**src/rtl/frame_seq_pkg.sv**
```systemverilog
package frame_seq_pkg;
  localparam int unsigned RATE_W = 5;

  typedef enum logic [RATE_W-1:0] {
    RATE_NORM = 5'h00,
    RATE_DUAL = 5'h01,
    RATE_QUAD = 5'h02,
    RATE_OFF  = 5'h1C
  } rate_e;
endpackage

```
**src/rtl/fs_rate_dec.sv**
```systemverilog
module fs_rate_dec
  import frame_seq_pkg::*;
#(
  parameter int unsigned CNT_W       = 12,
  parameter int unsigned BUDGET_NORM = 3584
) (
  input  logic [RATE_W-1:0] rate_i,
  output logic              start_en_o,
  output logic [CNT_W-1:0]  budget_o
);
  localparam logic [CNT_W-1:0] BUD_N = CNT_W'(BUDGET_NORM);
  localparam logic [CNT_W-1:0] BUD_D = CNT_W'(BUDGET_NORM / 2);
  localparam logic [CNT_W-1:0] BUD_Q = CNT_W'(BUDGET_NORM / 4);

  always_comb begin
    start_en_o = 1'b1;
    budget_o   = BUD_N;
    case (rate_e'(rate_i))
      RATE_NORM: budget_o = BUD_N;
      RATE_DUAL: budget_o = BUD_D;
      RATE_QUAD: budget_o = BUD_Q;
      default:   start_en_o = 1'b0;  // includes RATE_OFF
    endcase
  end
endmodule

```
**src/rtl/fs_pc.sv**
```systemverilog
module fs_pc #(
  parameter int unsigned           ADDR_W     = 14,
  parameter logic [ADDR_W-1:0]     START_ADDR = 14'h2010
) (
  input  logic              clk_i,
  input  logic              rst_ni,
  input  logic              abort_i,
  input  logic              accept_i,
  input  logic              done_i,
  input  logic              branch_i,
  input  logic [ADDR_W-1:0] target_i,
  output logic [ADDR_W-1:0] pc_o,
  output logic              busy_o
);
  always_ff @(posedge clk_i or negedge rst_ni) begin
    if (!rst_ni) begin
      pc_o   <= START_ADDR;
      busy_o <= 1'b0;
    end else if (abort_i) begin
      pc_o   <= START_ADDR;
      busy_o <= 1'b0;
    end else if (accept_i) begin
      pc_o   <= START_ADDR;
      busy_o <= 1'b1;
    end else if (busy_o) begin
      if (done_i) begin
        pc_o   <= START_ADDR;
        busy_o <= 1'b0;
      end else if (branch_i) begin
        pc_o <= target_i;
      end else begin
        pc_o <= pc_o + 1'b1;
      end
    end
  end
endmodule

```
**src/rtl/fs_budget.sv**
```systemverilog
module fs_budget #(
  parameter int unsigned CNT_W = 12
) (
  input  logic             clk_i,
  input  logic             rst_ni,
  input  logic             accept_i,
  input  logic             busy_i,
  input  logic             done_i,
  input  logic             late_i,
  input  logic [CNT_W-1:0] budget_i,
  output logic             err_set_o,
  output logic             fault_o
);
  logic [CNT_W-1:0] cnt_q;
  logic [CNT_W-1:0] lim_q;
  logic             last_cyc;

  // budget-th executing cycle of the frame with no jump
  assign last_cyc  = busy_i && !done_i && (cnt_q == lim_q - CNT_W'(1));
  assign err_set_o = late_i || last_cyc;

  always_ff @(posedge clk_i or negedge rst_ni) begin
    if (!rst_ni) begin
      cnt_q <= '0;
      lim_q <= '1;
    end else if (accept_i) begin
      cnt_q <= '0;
      lim_q <= budget_i;
    end else if (busy_i) begin
      cnt_q <= cnt_q + CNT_W'(1);
    end
  end

  always_ff @(posedge clk_i or negedge rst_ni) begin
    if (!rst_ni) fault_o <= 1'b0;
    else if (err_set_o) fault_o <= 1'b1;
  end
endmodule

```
**src/rtl/frame_seq.sv**
```systemverilog
module frame_seq
  import frame_seq_pkg::*;
#(
  parameter int unsigned       ADDR_W      = 14,
  parameter logic [ADDR_W-1:0] START_ADDR  = 14'h2010,
  parameter int unsigned       BUDGET_NORM = 3584
) (
  input  logic              clk_i,
  input  logic              rst_ni,
  input  logic              frame_i,
  input  logic              run_i,
  input  logic [RATE_W-1:0] rate_i,
  input  logic              branch_i,
  input  logic [ADDR_W-1:0] branch_addr_i,
  input  logic              jump_start_i,
  output logic [ADDR_W-1:0] pc_o,
  output logic              exec_o,
  output logic              overrun_o,
  output logic              mute_o
);
  localparam int unsigned CNT_W = $clog2(BUDGET_NORM + 1);

  logic             start_en;
  logic [CNT_W-1:0] budget;
  logic             busy;
  logic             fault;
  logic             err_set;
  logic             frame_ok;
  logic             done;
  logic             accept;
  logic             late;
  logic             abort;

  assign frame_ok = frame_i && run_i && start_en && !fault;
  assign done     = busy && jump_start_i;
  assign accept   = frame_ok && (!busy || jump_start_i);
  assign late     = frame_ok && busy && !jump_start_i;
  assign abort    = !run_i || err_set;

  fs_rate_dec #(
    .CNT_W      (CNT_W),
    .BUDGET_NORM(BUDGET_NORM)
  ) i_rate_dec (
    .rate_i    (rate_i),
    .start_en_o(start_en),
    .budget_o  (budget)
  );

  fs_pc #(
    .ADDR_W    (ADDR_W),
    .START_ADDR(START_ADDR)
  ) i_pc (
    .clk_i   (clk_i),
    .rst_ni  (rst_ni),
    .abort_i (abort),
    .accept_i(accept),
    .done_i  (done),
    .branch_i(branch_i),
    .target_i(branch_addr_i),
    .pc_o    (pc_o),
    .busy_o  (busy)
  );

  fs_budget #(
    .CNT_W(CNT_W)
  ) i_budget (
    .clk_i    (clk_i),
    .rst_ni   (rst_ni),
    .accept_i (accept),
    .busy_i   (busy),
    .done_i   (done),
    .late_i   (late),
    .budget_i (budget),
    .err_set_o(err_set),
    .fault_o  (fault)
  );

  assign exec_o    = busy;
  assign overrun_o = fault;
  assign mute_o    = !run_i;  // immediate, no register
endmodule

```
**config.mk**
```make
export PLATFORM = sky130hd
export DESIGN_NAME = frame_seq
export DESIGN_NICKNAME = d
export VERILOG_FILES = /design/src/rtl/frame_seq_pkg.sv /design/src/rtl/fs_rate_dec.sv /design/src/rtl/fs_pc.sv /design/src/rtl/fs_budget.sv /design/src/rtl/frame_seq.sv
export SDC_FILE = /design/constraint.sdc
export NUM_CORES = 1
export LEC_CHECK = 0
export ABC_AREA = 1
export BUFFER_PORTS_ARGS = -buffer_cell sky130_fd_sc_hd__buf_2
export CAP_MARGIN = 15
export CORE_MARGIN = 5
export CORE_UTILIZATION = 37
export CTS_CLUSTER_DIAMETER = 60
export CTS_CLUSTER_SIZE = 28
export DETAILED_ROUTE_END_ITERATION = 12
export SYNTH_ARGS = -nofsm -noshare
export SYNTH_HDL_FRONTEND = slang
export SYNTH_SLANG_ARGS = --single-unit
```
**constraint.sdc**
```tcl
create_clock -name clk_i -period 1.6 [get_ports clk_i]
set_input_delay 0.24 -clock clk_i [delete_from_list [all_inputs] [get_ports clk_i]]
set_output_delay 0.24 -clock clk_i [all_outputs]
set_load 0.1 [all_outputs]
```
### Word level (Yosys, flattened, before mapping)

Cells that the tools add are included.

* add/subtract/negate cells: 3
* multiply operators: 0
* divide/modulo/power cells: 0
* magnitude comparators: 0
* eq/ne operators: 3
* shifts and indexed selects: 0
* multiplexer cells: 13
* bitwise operators: 0
* reductions and logical operators: 21

Operator list (count)
* $mux 14: 5
* $mux 12: 2
* $pmux 12 s2: 1
* $add 14x1->14 const B: 1
* $add 12x1->12 const B: 1
* $eq 12x12->1: 1
* $sub 12x1->12 const B: 1
* $logic_and 1x1->1: 9
* $eq 5x1->1 const B: 1
* $eq 5x2->1 const B: 1
* $logic_not 1->1: 5
* $logic_not 5->1: 1
* $mux 1: 5
* $logic_or 1x1->1: 3
* $reduce_bool 3->1: 1
* $reduce_or 3->1: 1
* $reduce_bool 2->1: 1

* bits in registers: 40
* bits in latches: 0
* bits in writable memories: 0
* bits in read-only memories: 0
* output and inout bits: 17
* word-level logic and storage cells: 45
* memories: 0

### Depth between registers and ports, before layout

Gate-level depths: netlist (run 1).

* depth in word-level cells: 10
* gate-level depth with buffers: 14
* gate-level depth less buffers: 14

### Modules after synthesis

Synthesis (run 1) repeated with hierarchy kept, for this count alone.

* cells, all modules: 413
* area, all modules: 2765.2 µm²

By module, submodules not included
* fs_budget: times used 1, cells each 233, area each 1584.0 µm², sequential area each 640.6 µm²
* fs_pc: times used 1, cells each 145, area each 999.7 µm², sequential area each 377.9 µm²
* fs_rate_dec: times used 1, cells each 22, area each 127.6 µm², sequential area each 0.0 µm²
* frame_seq: times used 1, cells each 13, area each 53.8 µm², sequential area each 0.0 µm²

### Worst setup path after synthesis (run 1)

OpenSTA, ideal clock, no wires.

* path type: register -> register
* start: reg i_pc.pc_o[0]
* end: reg i_pc.pc_o[6]
* library setup time: 0.123 ns
* arrival time: 1.996 ns
* data required time: 1.477 ns
* path slack: -0.519 ns
* stages on the path, launching flop included: 9
* cells stage by stage: dfrtp_1 > ha_1 > nand3_1 > nor2_1 > nand2_1 > xor2_1 > nand2_1 > nand3b_1 > nand2_1

* cells in the longest elaborated chain, start to end: 6

RTL lines
* start: declaration: line fs_pc.sv:12 `output logic [ADDR_W-1:0] pc_o,`
* start signal: assignment: line fs_pc.sv:30 `pc_o <= target_i;`
* start signal: assignment: line fs_pc.sv:32 `pc_o <= pc_o + 1'b1;`
* $add 14x1->14: line fs_pc.sv:32
* $mux 14: line fs_pc.sv:29 `end else if (branch_i) begin`
* $mux 14: line fs_pc.sv:26 `if (done_i) begin`
* $mux 14: line fs_pc.sv:25 `end else if (busy_o) begin`
* $mux 14: line fs_pc.sv:22 `end else if (accept_i) begin`
* $mux 14: line fs_pc.sv:19 `end else if (abort_i) begin`

No other way between the ends. The select of a mux whose other input is x is not followed.
A chain may end at the register's enable or synchronous reset.

### Worst setup path in the final report (run 1)

* start: reg i_budget.lim_q[6]
* end: reg i_pc.pc_o[3]

* cells in the longest elaborated chain, start to end: 6
* elaborated cells between the ends (all ways): 7
* those cells by class: add/sub: 1; eq/ne: 1; mux: 1; reduce/logical: 4

RTL lines
* start: declaration: line fs_budget.sv:15 `logic [CNT_W-1:0] lim_q;`
* start signal: assignment: line fs_budget.sv:28 `lim_q <= budget_i;`
* $sub 12x1->12 *: line fs_budget.sv:19 `assign last_cyc = busy_i && !done_i && (cnt_q == lim_q - CNT_W'(1));`
* $eq 12x12->1 *: line fs_budget.sv:19
* $logic_and 1x1->1 *: line fs_budget.sv:19
* $logic_or 1x1->1 *: line fs_budget.sv:20 `assign err_set_o = late_i || last_cyc;`
* $logic_or 1x1->1 *: line frame_seq.sv:38 `assign abort = !run_i || err_set;`
* $reduce_bool 3->1 (no source line) or $mux 14 (tied branches)

Every way passes the cells marked *; elsewhere a longest branch is shown, timed or not.

==> results of run 1 <==
## registers in the layout, summed over array words and instances, names as in the netlist
name / cells
i_budget.cnt_q: 12
i_budget.fault_o: 1
i_budget.lim_q: 5
i_pc.busy_o: 1
i_pc.pc_o: 14
## cells in the mapped netlist (all sizes together)
library cell,count,area share (%)
nor3,4,1.5
dfstp,7,8.8
o21ai,16,3.8
dfrtp,26,31
o2111ai,1,0.42
inv,38,6.9
ha,3,1.8
a21oi,12,3.1
nor3b,2,0.96
xnor2,1,0.42
nand4,11,3.3
xor2,3,1.3
o221a,1,0.54
buf,3,0.84
a31oi,1,0.30
nand3b,7,2.5
nand2,89,17
o21a,2,0.72
or2,4,1.2
nand3,17,4.3
nor2,38,8.1
nor4,1,0.30
clkinv,1,0.18
a31o,2,0.84
## area by class of cell
type	instances	area share [%]
Multi-Input combinational cell	215	41.7
Sequential cell	33	31.4
Timing Repair Buffer	64	15.0
Inverter	39	5.39
Tap cell	72	3.26
Clock buffer	8	2.90
Timing Repair inverter	1	0.272
## path summary, 6_finish.rpt
check,from,to,slack (ps),cells past startpoint
min in group asynchronous,rst_ni,i_budget.cnt_q[3]$_DFFE_PN0P_,430,2
min reg2reg,i_budget.fault_o$_DFFE_PN0P_,i_budget.fault_o$_DFFE_PN0P_,490,2
min,branch_addr_i[12],i_pc.pc_o[12]$_DFFE_PN0P_,250,5
max in group asynchronous,rst_ni,i_budget.lim_q[7]$_DFFE_PN1P_,560,3
max reg2reg,i_budget.lim_q[6]$_DFFE_PN1P_,i_pc.pc_o[3]$_DFFE_PN0P_,-220,12
max,i_budget.lim_q[6]$_DFFE_PN1P_,i_pc.pc_o[3]$_DFFE_PN0P_,-220,12
## metal layers
metal  up-vias  track usage (%)
met3         9             3.40
met5         -                0
li1       1072                -
met1      1001             22.9
met2        54             22.1
met4         0             5.61
## critical path: cells and delay by family, from the launching register on
family,cells,cell delay (ps)
and+or+nand+nor,8,600
adders and majority gates,1,270
buffers and inverters,3,320
DFF,1,540
## kinds of logic (layout without fill, tap and decap cells)
| kind of cell | count (synthesis) | count (layout) | synth area share [%] |
|---|---|---|---|
| adder cells (fa/ha/maj) | 3 | 3 | 1.80 |
| XOR/XNOR | 4 | 4 | 1.68 |
| AO/OA/AOI/OAI | 35 | 35 | 9.74 |
| AND/OR/NAND/NOR | 173 | 173 | 38.8 |
| buffers and inverters | 42 | 112 | 7.87 |
| flip-flops | 33 | 33 | 40.1 |
## stage by stage
step / utilization (%) / power, W
CTS: 49.6 / 0.00160
finish: 50.4 / 0.00159
floorplan: - / 0.000900
global route: 50.4 / 0.00165
global placement: 46.8 / 0.000977
detailed placement: 46.8 / 0.000978
## report_power, final
part                      switching [W]  leakage [nW]  internal (W)
registers      0.0000000000000000000278         0.393      0.000834
clock network                  0.000308        0.0395      0.000309
logic                         0.0000773         0.916     0.0000581
total                          0.000386          1.35       0.00120
## cells in the final DEF, fill, tap and decap left out, types with 6 or more instances in the layout
cell type / synthesis / routed
buf_2: 2 / 40
nand4_1: 11 / 11
nor2_1: 34 / 31
dfrtp_1: 26 / 13
dfstp_2: 7 / 6
nand2_1: 86 / 77
inv_2: 3 / 6
nand3b_1: 7 / 7
buf_4: 1 / 17
dfrtp_2: 0 / 8
inv_1: 35 / 31
o21ai_0: 15 / 15
nand2_2: 2 / 11
a21oi_1: 11 / 10
nand3_1: 16 / 16
## timing repair
item	in CTS	in global routing
setup endpoints to repair	16	20
buffers inserted	5	1
pin swaps	9	4
hold buffers	1	0
cloned	1	0
endpoints found under the hold margin	16	0
gates resized for setup	9	13
==> flow_metrics.py, run 1 <==
metrics = {
    "status": {
        "status": "finished, violations left",
        "failed_checks": "setup timing",
    },
    "global_routing": {
        "grt_pass1_vias": 1898,
        "track_usage_pct": 15.5,
        "antenna_found_initial": 0,
        "grt_pass1_wl_mm": 9.14,
        "grt_max_degree": 20,
        "grt_remaining_overflow": 0,
    },
    "route": {
        "ant_nets": 0,
        "drcViolationCount": 0,
        "highest_layer": "met4",
        "drt-total-wl_mm": 5.47,
        "dr_wl_met3_um": 319,
        "wl_met2_mm": 2.40,
        "drt-initial-drc-count": 99,
        "drt-pass1-iter-count": 4,
        "wl_met1_mm": 2.67,
        "via_per_inst": 4.94,
        "num_vias": 2136,
        "wl_per_cell_um": 12.7,
    },
    "cells_and_area": {
        "fin_cells": 432,
        "fin_area_mm2": 0.00276,
        "multi_input_area_mm2": 0.00115,
        "diodes": 0,
        "fillers": 547,
        "fin_nets": 387,
        "seq_area_um2": 867,
        "flow.area_growth_from_synthesis_pct": 32.6,
        "drive_gt1_share_pct": 36.4,
    },
    "sta": {
        "rsz0062_at_grt": "true",
        "worstMarginPinSlew_ps": 491,
        "max_freq_mhz": 549,
        "setup_viol": 15,
        "setup_tns_ps": -2520,
        "whs_ps": 248,
        "fin_crit_ps": 1820,
        "finalClockSkew_ps": 5.03,
        "layout_setup_ws_ps": -221,
        "timing.final.crit_share_pct": 114,
        "hold_viol": 0,
        "maxSlewHeadroom_pct": 67.5,
        "finalMaxSlewViolations": 0,
    },
    "placed_design": {
        "place_ws_ps": -280,
        "gp_congestion": 0.880,
        "io_buffers": 41,
        "place_inst": 417,
        "post-dp-hpwl_mm": 4.14,
        "dpl-instance-area_mm2": 0.00256,
    },
    "cts": {
        "cts.path.max_buffers": 2,
        "cts_tree": "done",
        "numCtsBuffers": 5,
        "cts.clk_slew.worst_paths_ps": 70,
        "clkSinkCount": 33,
        "cts-root-buf": "clkbuf_8",
        "htreeDepth": 2,
        "clk_latency_ps": 280,
    },
    "power_and_ir_drop": {
        "power.density_mw_per_mm2": 575,
        "power.leakage_nw": 1.35,
        "ir_worst_vdd_mv": 0.314,
    },
    "worst_setup_path": {
        "crit_required_ps": 1780,
        "critPathKind": "flop to flop",
        "cp_slowest_cell": "dfstp_2",
        "worst_path_most_repeated_cell": "nand2_1",
        "cp.arrival_ps": 2000,
        "end_kind": "flop",
        "path_cells": "inv_2, ha_4, nor2_2, nor2_1, nand2_1, nor2_1, nand3_1, nand4_1, buf_6, clkinvlp_4, nand2_1, nand2_1",
        "worst_path_largest_cell_delay_ps": 540,
        "crit_path_start_kind": "flop",
        "cp_max_fo": 5,
    },
    "synthesis": {
        "syn_area_per_cell_um2": 7.18,
        "seq_area_frac_synth_pct": 40.1,
        "synth.distinct_cells": 35,
        "synthCells": 290,
        "syn-num-nets": 318,
        "ys.warnings.count": 0,
        "ys_seq_elements": 33,
        "syn_area_mm2": 0.00208,
    },
    "floorplan": {
        "core_mm2": 0.00547,
        "start_util_pct": 38.0,
        "dieArea_mm2": 0.00723,
        "die_x_um": 85.0,
        "die_y_um": 85.0,
        "num_rows": 27,
        "ios": 42,
    },
    "hold_path": {
        "holdCritPathClass": "input port to flop",
    },
    "job": {
        "cap_violations": 0,
    },
}
Note: power is estimated with default switching activity, not from simulation.
==> run 2, diff against run 1 <==
--- a/config.mk
+++ b/config.mk
@@ -13,6 +13,7 @@
 export CTS_CLUSTER_DIAMETER = 60
 export CTS_CLUSTER_SIZE = 28
 export DETAILED_ROUTE_END_ITERATION = 12
+export SLEW_MARGIN = 20
 export SYNTH_ARGS = -nofsm -noshare
 export SYNTH_HDL_FRONTEND = slang
 export SYNTH_SLANG_ARGS = --single-unit
==> constraint.sdc (replaced) <==
create_clock -name clk_i -period 1.6 [get_ports clk_i]
set_input_delay 0.08 -clock clk_i [delete_from_list [all_inputs] [get_ports clk_i]]
set_output_delay 0.08 -clock clk_i [all_outputs]
set_load 0.1 [all_outputs]
==> run 2 against run 1 <==
The run still ends with setup timing left; hold slack lost 190 ps; via count fell by 4.3%; clock skew up 1.4 ps; sequential power about the same; non-clock buffer count fell by 10; first-iteration DRC count down 10%; utilization decreased by 1.8 points; clock power decreased by 2%.
==> flow_metrics.py, run 2 (same netlist as run 1, synthesis figures left out) <==
metrics = {
    "global_routing": {
        "grt_pass1_vias": 1898,
        "track_usage_pct": 15.5,
        "grt_pass1_wl_mm": 9.05,
        "antenna_found_initial": 0,
        "grt_remaining_overflow": 0,
        "grt_max_degree": 18,
    },
    "placed_design": {
        "post-dp-hpwl_mm": 4.05,
        "gp_congestion": 0.845,
        "io_buffers": 41,
    },
    "power_and_ir_drop": {
        "p_clk_share_pct": 38.8,
        "power.density_mw_per_mm2": 589,
        "power.leakage_nw": 1.30,
        "internal_power_w": 0.00118,
        "ir_worst_vdd_mv": 0.391,
        "pwr-share-seq_pct": 53.3,
        "switching_share_pct": 24.4,
        "total_power_w": 0.00157,
        "power_frac_comb_pct": 8.0,
        "p_sw_w": 0.000382,
    },
    "cts": {
        "cts_tree": "done",
        "cts-root-buf": "clkbuf_8",
        "clk_latency_ps": 280,
        "clkSinkCount": 33,
        "cts.clk_slew.worst_paths_ps": 70,
        "htreeDepth": 2,
        "cts.path.max_buffers": 2,
        "numCtsBuffers": 5,
    },
    "status": {
        "status": "finished, violations left",
        "failed_checks": "setup timing",
    },
    "floorplan": {
        "start_util_pct": 38.0,
        "ios": 42,
        "core_mm2": 0.00547,
        "die_y_um": 85.0,
        "dieArea_mm2": 0.00723,
        "num_rows": 27,
        "die_x_um": 85.0,
    },
    "sta": {
        "max_freq_mhz": 548,
        "fin_crit_ps": 1820,
        "hold_viol": 0,
        "setup_viol": 16,
        "layout_setup_ws_ps": -223,
        "finalClockSkew_ps": 6.40,
        "rsz0062_at_grt": "true",
        "timing.final.crit_share_pct": 114,
        "maxSlewHeadroom_pct": 67.5,
        "worstMarginPinSlew_ps": 490,
        "finalMaxSlewViolations": 0,
    },
    "route": {
        "wl_per_cell_um": 12.8,
        "drt-pass1-iter-count": 4,
        "drt-initial-drc-count": 89,
        "ant_nets": 0,
        "drt-total-wl_mm": 5.39,
        "via_per_inst": 4.85,
        "num_vias": 2045,
        "drcViolationCount": 0,
    },
    "cells_and_area": {
        "diodes": 0,
        "flow.area_growth_from_synthesis_pct": 27.8,
        "multi_input_area_mm2": 0.00115,
        "drive_gt1_share_pct": 33.1,
        "largest_reg_flops": 14,
        "largest_register": "i_pc.pc_o",
        "largestRegisters": "i_pc.pc_o (14), i_budget.cnt_q (12), i_budget.lim_q (5)",
        "seq_area_um2": 867,
        "fillers": 587,
        "final_core_util_pct": 48.6,
        "fin_nets": 377,
        "final_common_cell": "nand2_1",
        "layout_common_cells": "nand2_1 (83), buf_2 (41), nor2_1 (32), inv_1 (31), nand3_1 (16)",
    },
    "worst_setup_path": {
        "crit_path_start_kind": "flop",
        "end_kind": "flop",
        "crit_required_ps": 1770,
        "cp_max_fo": 5,
        "cp.arrival_ps": 2000,
        "critPathKind": "flop to flop",
    },
    "job": {
        "cap_violations": 0,
    },
    "hold_path": {
        "holdCritPathClass": "input port to flop",
    },
}
## run 2: timing repair
action                                  4_1_cts  5_1_grt
gates cloned                                  1        0
hold buffers                                  1        0
gates resized for setup                       1       11
endpoints found under the setup margin       16       20
hold endpoints to repair                     11        0
pin swaps                                     6       11
buffers inserted                              1        1
## run 2: stage by stage
stage | instance area [um^2] | TNS (ps) | hold WS (ps) | setup WS (ps) | std cells
finish | 2660 | -2990 | 60.8 | -223 | 422
global route | 2660 | -4660 | 81.7 | -332 | 422
CTS | 2620 | -2800 | 59.4 | -205 | 421
detailed placement | 2530 | -3110 | 49.1 | -265 | 411
global placement | 2530 | -2740 | 40.1 | -244 | 411
floorplan | 2140 | -848 | -216 | -94.3 | 290
## run 2: layout make-up
cell class | instances | share of cell area (%)
repair buffers | 54 | 12.1
clock inverters | 2 | 0.376
clock buffers | 6 | 2.73
flip-flops and latches | 33 | 32.6
multi-input cells | 216 | 43.2
inverters | 39 | 5.60
well taps | 72 | 3.39
## run 2: worst paths after layout
check                                              start                            end  slack [ps]  cells past startpoint
max reg2reg                i_budget.lim_q[7]$_DFFE_PN1P_       i_pc.pc_o[3]$_DFFE_PN0P_        -220                     14
min                                                run_i       i_pc.pc_o[4]$_DFFE_PN1P_          60                      2
max                        i_budget.lim_q[7]$_DFFE_PN1P_       i_pc.pc_o[3]$_DFFE_PN0P_        -220                     14
min reg2reg                 i_budget.fault_o$_DFFE_PN0P_   i_budget.fault_o$_DFFE_PN0P_         480                      2
max in group asynchronous                         rst_ni       i_pc.pc_o[4]$_DFFE_PN1P_         810                      3
min in group asynchronous                         rst_ni  i_budget.cnt_q[8]$_DFFE_PN0P_         260                      2
## run 2: metal layers
layer / part of all wire (%) / track usage (%)
met1: 50 / 21.4
met4: 1.2 / 4.46
met5: 0 / 0
met3: 4.5 / 3.50
met2: 44 / 24.3
## run 2: power groups by stage
stage	registers [W]	clock network, W	logic [W]
after CTS	0.000834	0.000634	0.000126
after floorplan	0.000850	0	0.0000497
final	0.000834	0.000607	0.000125
after global placement	0.000850	0	0.000125
after global routing	0.000834	0.000684	0.000141
after detailed placement	0.000850	0	0.000126
## run 2: critical path: stages, from the launching register on
cell and delay [ps]:
dfstp_2 550, inv_2 50, ha_4 230, nand2_2 60, inv_2 30, nor2_2 90, nand2_1 60, nor2_1 90
nand3_1 100, nand2_1 90, nand2_2 70, nand2_4 110, nor2_4 60, nand2_1 70, nand2_1 50
==> run 3, diff against run 2 <==
--- a/config.mk
+++ b/config.mk
@@ -8,7 +8,6 @@
 export ABC_AREA = 1
 export BUFFER_PORTS_ARGS = -buffer_cell sky130_fd_sc_hd__buf_2
 export CAP_MARGIN = 15
-export CORE_MARGIN = 5
 export CORE_UTILIZATION = 37
 export CTS_CLUSTER_DIAMETER = 60
 export CTS_CLUSTER_SIZE = 28
==> run 3 against run 2 <==
Combinational power is essentially flat; clock skew barely moved; routed wire length fell by 4.1%; the run still ends with setup timing left; non-clock buffer count up 2; hold slack improved by 6.1 ps; global-route usage is 2.9 points higher; critical path type unchanged; via count increased by 0.44%; critical endpoint is now i_pc.pc_o[0]$_DFFE_PN0P_; die area shrank 18%; sequential power barely moved.
==> flow_metrics.py, run 3 (same netlist as run 1, synthesis figures left out) <==
metrics = {
    "power_and_ir_drop": {
        "power.density_mw_per_mm2": 601,
        "switching_share_pct": 23.3,
        "internal_power_w": 0.00124,
        "ir_worst_vdd_mv": 0.382,
        "power_frac_comb_pct": 7.7,
        "p_clk_share_pct": 40.5,
        "power.leakage_nw": 1.31,
        "p_sw_w": 0.000376,
        "pwr-share-seq_pct": 51.8,
    },
    "sta": {
        "hold_viol": 0,
        "rsz0062_at_grt": "true",
        "setup_viol": 16,
        "fin_crit_ps": 1800,
        "layout_setup_ws_ps": -198,
        "finalMaxSlewViolations": 0,
        "worstMarginPinSlew_ps": 491,
        "timing.final.crit_share_pct": 112,
        "setup_tns_ps": -2550,
        "finalClockSkew_ps": 6.60,
        "maxSlewHeadroom_pct": 67.5,
        "max_freq_mhz": 556,
    },
    "route": {
        "via_per_inst": 4.87,
        "drt-initial-drc-count": 98,
        "drt-total-wl_mm": 5.17,
        "drcViolationCount": 0,
        "num_vias": 2054,
        "drt-pass1-iter-count": 4,
        "wl_per_cell_um": 12.3,
        "ant_nets": 0,
    },
    "cts": {
        "cts.path.max_buffers": 2,
        "numCtsBuffers": 5,
        "cts.clk_slew.worst_paths_ps": 70,
        "clk_latency_ps": 280,
        "cts-root-buf": "clkbuf_8",
        "clkSinkCount": 33,
        "htreeDepth": 2,
        "cts_tree": "done",
    },
    "worst_setup_path": {
        "critPathKind": "flop to flop",
        "crit_required_ps": 1810,
        "cp.arrival_ps": 2010,
        "crit_path_start_kind": "flop",
        "end_kind": "flop",
        "cp_max_fo": 5,
    },
    "floorplan": {
        "start_util_pct": 39.5,
        "core_mm2": 0.00527,
        "num_rows": 26,
        "dieArea_mm2": 0.00593,
        "ios": 42,
        "die_x_um": 77.0,
        "die_y_um": 77.0,
    },
    "cells_and_area": {
        "largest_reg_flops": 14,
        "largest_register": "i_pc.pc_o",
        "final_common_cell": "nand2_1",
        "fillers": 550,
        "drive_gt1_share_pct": 33.0,
        "largestRegisters": "i_pc.pc_o (14), i_budget.cnt_q (12), i_budget.lim_q (5)",
        "layout_common_cells": "nand2_1 (83), buf_2 (41), nor2_1 (33), inv_1 (31)",
        "diodes": 0,
        "fin_nets": 379,
        "flow.area_growth_from_synthesis_pct": 28.9,
    },
    "placed_design": {
        "gp_congestion": 0.798,
        "io_buffers": 41,
        "place_ws_ps": -285,
        "post-dp-hpwl_mm": 3.81,
    },
    "status": {
        "failed_checks": "setup timing",
        "status": "finished, violations left",
    },
    "global_routing": {
        "grt_max_degree": 18,
        "grt_pass1_vias": 1798,
        "grt_pass1_wl_mm": 8.68,
        "track_usage_pct": 18.5,
        "antenna_found_initial": 0,
        "grt_remaining_overflow": 0,
    },
    "job": {
        "cap_violations": 0,
    },
    "hold_path": {
        "holdCritPathClass": "input port to flop",
    },
}
-- run 3: worst paths after layout --
kind / from / endpoint / slack, ps / depth (start not counted)
worst max-delay path: i_budget.lim_q[6]$_DFFE_PN1P_ / i_pc.pc_o[0]$_DFFE_PN0P_ / -200 / 14
worst min-delay path: run_i / i_pc.pc_o[4]$_DFFE_PN1P_ / 70 / 2
worst max register to register: i_budget.lim_q[6]$_DFFE_PN1P_ / i_pc.pc_o[0]$_DFFE_PN0P_ / -200 / 14
worst min register to register: i_budget.fault_o$_DFFE_PN0P_ / i_budget.fault_o$_DFFE_PN0P_ / 490 / 2
max in group asynchronous: rst_ni / i_budget.lim_q[11]$_DFFE_PN1P_ / 820 / 3
min in group asynchronous: rst_ni / i_budget.cnt_q[6]$_DFFE_PN0P_ / 270 / 2
-- run 3: critical path: stages, from the launching register on --
cell and delay, ps:
dfstp_2 540, inv_2 50, ha_4 260, nand2_2 50
inv_2 50, nor2_2 30, nand2_1 50, nor2_1 40
nand3_1 80, nand2_1 70, nand2_2 90, nand2_4 90
nor2_4 190, nand2_1 70, nand2_1 60
-- run 3: metal layers --
metal	GRT usage, %	routed length (um)	up-vias
met1	26.4	2570	944
met5	0	0	-
met4	5.09	34	0
li1	-	-	1062
met3	3.93	267	2
met2	27.9	2300	46
-- run 3: layout make-up --
class	count	area, um^2	area share, %
tap	70	87.6	3.26
timing repair buffer	56	344	12.8
clock buffer	8	90.1	3.36
inverter	39	151	5.64
sequential	33	867	32.3
multi-input combinational	216	1140	42.6
-- run 3: power groups by stage --
stage	clock [W]	combinational [W]	sequential [W]
6_report	0.000653	0.000125	0.000834
4_1_cts	0.000676	0.000127	0.000834
3_5_place_dp	0	0.000120	0.000850
5_1_grt	0.000719	0.000139	0.000834
2_1_floorplan	0	0.0000497	0.000850
3_3_place_gp	0	0.000119	0.000850
-- run 3: per-stage QoR --
| step | hold WS (ps) | total power [W] | util [%] | cells | instance area [um^2] |
|---|---|---|---|---|---|
| 2_1_floorplan | -216 | 0.000900 | - | 290 | 2140 |
| 3_3_place_gp | 37.3 | 0.000969 | 47.4 | 407 | 2500 |
| 3_5_place_dp | 37.9 | 0.000970 | 47.4 | 407 | 2500 |
| 4_1_cts | 63.7 | 0.00164 | 50.1 | 420 | 2640 |
| 5_1_grt | 69.7 | 0.00169 | 50.9 | 422 | 2680 |
| 6_report | 66.9 | 0.00161 | 50.9 | 422 | 2680 |
-- run 3: what timing repair did --
| action | CTS | global route |
|---|---|---|
| pin swaps | 4 | 7 |
| resized for setup | 4 | 9 |
| hold buffers | 1 | 0 |
| endpoints found under the setup margin | 16 | 19 |
| hold endpoints to repair | 14 | 0 |
| gates cloned | 1 | 0 |
| setup buffers | 3 | 2 |
